$ cat config.mk
export PLATFORM = sky130hd
export DESIGN_NAME = cs_dma_channel
export DESIGN_NICKNAME = d
export VERILOG_FILES = /design/src/rtl/cs_dma_pkg.sv /design/src/rtl/cs_dma_seq.sv /design/src/rtl/cs_dma_regs.sv /design/src/rtl/cs_dma_channel.sv
export SDC_FILE = /design/constraint.sdc
export NUM_CORES = 1
export LEC_CHECK = 0
export BUFFER_PORTS_ARGS = -buffer_cell sky130_fd_sc_hd__buf_2
export CAP_MARGIN = 5
export CORE_MARGIN = 1.5
export CORE_UTILIZATION = 50
export DETAILED_ROUTE_END_ITERATION = 10
export HOLD_SLACK_MARGIN = 0.15
export PLACE_DENSITY_LB_ADDON = 0.1
export SYNTH_ARGS = -nofsm -noshare
export SYNTH_HDL_FRONTEND = slang
export SYNTH_HIERARCHICAL = 1
export SYNTH_SLANG_ARGS = --single-unit
$ cat constraint.sdc
create_clock -name clk -period 6.2 [get_ports clk]
set_clock_uncertainty 0.1 [all_clocks]
set_input_delay 0.93 -clock clk [delete_from_list [all_inputs] [get_ports clk]]
set_output_delay 0.93 -clock clk [all_outputs]
set_load 0.1 [all_outputs]
$ cat src/rtl/cs_dma_pkg.sv
package cs_dma_pkg;

    typedef enum logic [2:0] {
        ST_IDLE,
        ST_WAIT_REQ,
        ST_WAIT_GRANT,
        ST_MOVE,
        ST_RELEASE
    } dma_state_e;

endpackage

$ cat src/rtl/cs_dma_seq.sv
module cs_dma_seq
    import cs_dma_pkg::*;
#(
    parameter int MEM_CYC = 10
) (
    input  logic clk,
    input  logic rst_n,
    input  logic start,
    input  logic load_zero,
    input  logic cnt_zero,
    input  logic per_req,
    input  logic hold_ack,
    output logic load,
    output logic step,
    output logic hold_req,
    output logic xfer,
    output logic busy,
    output logic done
);

    localparam int TW = (MEM_CYC > 1) ? $clog2(MEM_CYC) : 1;

    typedef struct packed {
        dma_state_e     st;
        logic [TW-1:0]  tmr;
        logic           done;
    } seq_t;

    seq_t q, d;

    always_comb begin
        d    = q;
        load = 1'b0;
        step = 1'b0;
        case (q.st)
            ST_IDLE: begin
                if (start) begin
                    load   = 1'b1;
                    d.done = load_zero;
                    if (!load_zero) d.st = ST_WAIT_REQ;
                end
            end
            ST_WAIT_REQ: begin
                if (per_req) d.st = ST_WAIT_GRANT;
            end
            ST_WAIT_GRANT: begin
                if (hold_ack) begin
                    d.st  = ST_MOVE;
                    d.tmr = TW'(MEM_CYC - 1);
                end
            end
            ST_MOVE: begin
                if (q.tmr == '0) begin
                    step = 1'b1;
                    d.st = ST_RELEASE;
                end else begin
                    d.tmr = q.tmr - 1'b1;
                end
            end
            ST_RELEASE: begin
                if (cnt_zero) begin
                    d.st   = ST_IDLE;
                    d.done = 1'b1;
                end else begin
                    d.st = ST_WAIT_REQ;
                end
            end
            default: d.st = ST_IDLE;
        endcase
    end

    always_ff @(posedge clk or negedge rst_n) begin
        if (!rst_n) begin
            q.st   <= ST_IDLE;
            q.tmr  <= '0;
            q.done <= 1'b0;
        end else begin
            q <= d;
        end
    end

    assign hold_req = (q.st == ST_WAIT_GRANT) || (q.st == ST_MOVE);
    assign xfer     = (q.st == ST_MOVE);
    assign busy     = (q.st != ST_IDLE);
    assign done     = q.done;

    // cycle counter for the write-length window
    logic [TW:0] wr_len_q;
    always_ff @(posedge clk or negedge rst_n) begin
        if (!rst_n)    wr_len_q <= '0;
        else if (xfer) wr_len_q <= wr_len_q + 1'b1;
        else           wr_len_q <= '0;
    end

    // every transfer lasts exactly MEM_CYC cycles
    a_r5_write_len: assert property (@(posedge clk) disable iff (!rst_n)
        $fell(xfer) |-> (wr_len_q == (TW+1)'(MEM_CYC)));

    // a transfer begins only after the grant was seen
    a_r4_grant_first: assert property (@(posedge clk) disable iff (!rst_n)
        $rose(xfer) |-> $past(hold_ack));

    // a hold request follows a sampled peripheral request
    a_r3_req_first: assert property (@(posedge clk) disable iff (!rst_n)
        $rose(hold_req) |-> $past(per_req));

    // the bus is released right after a write
    a_r7_release_after_write: assert property (@(posedge clk) disable iff (!rst_n)
        $fell(hold_req) |-> $past(xfer));

    // strobes only while the bus is requested
    a_r4_xfer_holds: assert property (@(posedge clk) disable iff (!rst_n)
        xfer |-> hold_req);

endmodule

$ cat src/rtl/cs_dma_regs.sv
module cs_dma_regs #(
    parameter int ADDR_W = 16,
    parameter int CNT_W  = 10
) (
    input  logic              clk,
    input  logic              rst_n,
    input  logic              load,
    input  logic              step,
    input  logic [ADDR_W-1:0] addr_in,
    input  logic [CNT_W-1:0]  cnt_in,
    output logic [ADDR_W-1:0] addr_q,
    output logic [CNT_W-1:0]  cnt_q,
    output logic              tc_q
);

    typedef struct packed {
        logic [ADDR_W-1:0] addr;
        logic [CNT_W-1:0]  cnt;
        logic              tc;
    } regs_t;

    regs_t q, d;

    always_comb begin
        d = q;
        if (load) begin
            d.addr = addr_in;
            d.cnt  = cnt_in;
            d.tc   = (cnt_in == '0);
        end else if (step) begin
            d.addr = q.addr + 1'b1;
            d.cnt  = q.cnt - 1'b1;
            d.tc   = (q.cnt == CNT_W'(1));
        end
    end

    always_ff @(posedge clk or negedge rst_n) begin
        if (!rst_n) begin
            q.addr <= '0;
            q.cnt  <= '0;
            q.tc   <= 1'b0;
        end else begin
            q <= d;
        end
    end

    assign addr_q = q.addr;
    assign cnt_q  = q.cnt;
    assign tc_q   = q.tc;

    // a step advances address and count by one
    a_r6_step: assert property (@(posedge clk) disable iff (!rst_n)
        step |=> (addr_q == ADDR_W'($past(addr_q) + 1'b1))
              && (cnt_q == CNT_W'($past(cnt_q) - 1'b1)));

    // the count never steps below zero
    a_r6_no_underflow: assert property (@(posedge clk) disable iff (!rst_n)
        step |-> (cnt_q != '0));

endmodule

$ cat src/rtl/cs_dma_channel.sv
module cs_dma_channel #(
    parameter int ADDR_W  = 16,
    parameter int CNT_W   = 10,
    parameter int DATA_W  = 8,
    parameter int MEM_CYC = 10
) (
    input  logic              clk,
    input  logic              rst_n,
    input  logic              start,
    input  logic [ADDR_W-1:0] start_addr,
    input  logic [CNT_W-1:0]  start_count,
    input  logic              per_req,
    output logic              per_ack,
    output logic              hold_req,
    input  logic              hold_ack,
    output logic              io_rd,
    input  logic [DATA_W-1:0] io_data,
    output logic              mem_wr,
    output logic [ADDR_W-1:0] mem_addr,
    output logic [DATA_W-1:0] mem_data,
    output logic [CNT_W-1:0]  remaining,
    output logic              busy,
    output logic              done,
    output logic              tc
);

    logic load, step, xfer;

    cs_dma_seq #(
        .MEM_CYC (MEM_CYC)
    ) u_seq (
        .clk       (clk),
        .rst_n     (rst_n),
        .start     (start),
        .load_zero (start_count == '0),
        .cnt_zero  (remaining == '0),
        .per_req   (per_req),
        .hold_ack  (hold_ack),
        .load      (load),
        .step      (step),
        .hold_req  (hold_req),
        .xfer      (xfer),
        .busy      (busy),
        .done      (done)
    );

    cs_dma_regs #(
        .ADDR_W (ADDR_W),
        .CNT_W  (CNT_W)
    ) u_regs (
        .clk     (clk),
        .rst_n   (rst_n),
        .load    (load),
        .step    (step),
        .addr_in (start_addr),
        .cnt_in  (start_count),
        .addr_q  (mem_addr),
        .cnt_q   (remaining),
        .tc_q    (tc)
    );

    assign per_ack  = xfer;
    assign io_rd    = xfer;
    assign mem_wr   = xfer;
    assign mem_data = xfer ? io_data : '0;

    // completion and terminal count agree once idle
    a_r8_done_tc: assert property (@(posedge clk) disable iff (!rst_n)
        $rose(done) |-> (tc && !busy));

endmodule

==> run metrics <==
status=finished, final reports clean; H-tree levels=2; Overflow after GRT=0; share of cells above drive strength 1=31.6%; crit path kind=register to register; area leader, netlist=dfrtp_1; WL final=5260 um; CTS tree=yes; min Tclk post-route=3460 ps; Final Hold Vio Count=0; worst hold path type=register to register; synth unique cells=48; vias post-DR=2062; pin count of the biggest net entering global routing=51; row count=23; most frequent cells in the layout=buf_2 (79), dfrtp_1 (35), nand2_1 (33); area of the die=4780 um2; Fmax=289 MHz; core area=4120 um2; Initial Util=53.1%; placed instance area=2580 um2; WP data required=6270 ps; DIE HEIGHT=69.1 um; Final TNS setup=0 ps; Async S/R FF share, synth=100%; vias in the first global route=1924; clock sink count=35; Setup Buffers After CTS=0; Worst-Skew Late Latency=280 ps; final period utilization=55.9%; critical path cell sequence=inv_1 -> ha_1 -> or3b_1 -> nor3_2 -> or4b_4 -> nor4b_4 -> xor2_1 -> mux2_2; first-pass GRT wire length=8740 um; Slew Viols, Final=0; GP Congestion=0.837; Buf/Inv on CP=1; mean post-synth cell area=9.07 um2; Critical-path top delay cell=nor3_2; io pins=80; register area share after synthesis=40.1%; ANT cells=0; Worst EP arrival=3530 ps; Total GRT Usage=22.5%; Top FF cell, synth=dfrtp_1; initial antenna violation count=0; crit end category=register; worst-path fanout max=15; drt pass-1 iters=4; Worst path max stage delay=800 ps; area grow syn2layout=21.9%; clock buffer depth=2; final instance area=2660 um2; Port Buffers=79; TritonCTS Buffers=5; hold_buf cts=0; clk root buf=clkbuf_8; post-detail-place hpwl=3840 um; initial drt markers=61; Max-Cap Viols=0; post-CTS sizing=0; Antenna Nets Post-Route=0; Clock transition at path regs=70 ps; Fill cells=366; family with the most delay on the worst path=simple AND/OR/NAND/NOR gates; number of enable flip-flop cells after synthesis=0; Finish-stage setup viols=0; routed len/inst=14.4 um; top post-synthesis cells by area=dfrtp_1 (40%), o21ai_0 (5.7%), nand2_1 (5.7%); nets=358; critical path launch point type=register; most common library cell in the layout ignoring fill and taps=buf_2; Tightest Pin Transition=994 ps; via/cell ratio=5.63; drt drc=0; Chip Width=69.1 um; synthesized cell area=2190 um2; Yosys warning count=6; max_slew headroom=33.3%; Synth Instances=241; RSZ-0062 raised after global routing=no; Yosys top cell area share=40.1%; Seq cells post-synth=35; Syn Nets=284
-- cell usage after synthesis, types with 2 or more instances --
master and n:
a21oi_1 4, nand3b_1 3, buf_4 5, or4_4 2, nand2_1 33, nor4_1 9, nor4_2 2, and2_1 8
nor2_1 12, o41ai_1 2, clkbuf_1 4, mux2i_1 3, nor3b_1 2, inv_1 12, mux2_2 3, buf_1 2
and3_1 2, nor4b_4 2, xor2_1 11, dfrtp_1 35, xnor2_1 12, nand3_1 3, nand4_1 9, nor3_1 9
ha_1 4, or4_1 2, o21ai_0 25
-- metal layers --
layer	vias up	part of all wire, %	routed length (um)	track usage, %
met1	969	44	2330	29.8
met4	0	2.1	112	8.50
met5	-	0	0	0
li1	1000	-	-	-
met3	13	6.9	364	5.41
met2	80	47	2450	35.8
-- worst paths after layout --
check,cells past startpoint,slack (ps),start,end
hold reg to reg,1,420,u_seq/done$_DFFE_PN0P_,u_seq/done$_DFFE_PN0P_
setup reg to reg,8,2740,u_seq/q[1]$_DFFE_PN0P_,u_regs/cnt_q[9]$_DFFE_PN0P_
hold / removal,1,420,u_seq/done$_DFFE_PN0P_,u_seq/done$_DFFE_PN0P_
setup / recovery,8,2740,u_seq/q[1]$_DFFE_PN0P_,u_regs/cnt_q[9]$_DFFE_PN0P_
max in group asynchronous,1,4890,rst_n,u_regs/cnt_q[3]$_DFFE_PN0P_
min in group asynchronous,1,620,rst_n,u_seq/q[3]$_DFFE_PN0P_
-- state kept, by name (all words and copies together) (netlist names) --
name	flops
u_regs/cnt_q	10
u_seq/q	7
u_regs/addr_q	16
u_regs/tc_q	1
u_seq/done	1
-- cells by family (layout without fill, tap and decap cells) --
logic type,after synthesis,after routing,synth area share (%)
adder cells (fa/ha/maj),4,4,2.29
AO/OA/AOI/OAI,42,42,11.4
AND/OR/NAND/NOR,106,106,28.6
flip-flops,35,35,40.1
multiplexers,6,6,2.92
XOR/XNOR,23,23,9.22
buffers and inverters,25,100,5.55
-- through the flow --
| stage | hold WS [ps] | setup WS, ps | util (%) | cells |
|---|---|---|---|---|
| after floorplan | 399 | 2130 | - | 241 |
| after global placement | 393 | 2880 | 62.8 | 358 |
| after detailed placement | 403 | 2770 | 62.8 | 358 |
| after CTS | 418 | 2750 | 64.7 | 366 |
| after global routing | 466 | 2490 | 64.7 | 366 |
| final | 415 | 2740 | 64.7 | 366 |
-- worst register-to-register path, cell delays in order, from the launching register on --
cell     delay (ps)
dfrtp_1         410
inv_1           110
ha_1            190
or3b_1          510
nor3_2          800
or4b_4          620
nor4b_4         240
xor2_1           90
mux2_2          270
-- area by class of cell --
| cell class | count | area [um2] | share of cell area (%) |
|---|---|---|---|
| Tap cell | 50 | 62.6 | 2.35 |
| Sequential cell | 35 | 876 | 32.9 |
| Clock inverter | 1 | 5.00 | 0.188 |
| Multi-Input combinational cell | 181 | 1200 | 44.9 |
| Inverter | 12 | 45.0 | 1.69 |
| Timing Repair Buffer | 80 | 403 | 15.1 |
| Clock buffer | 7 | 76.3 | 2.87 |
Power is not shown: default switching activity piles up to over one toggle a cycle in this logic, so the estimate is an artifact.
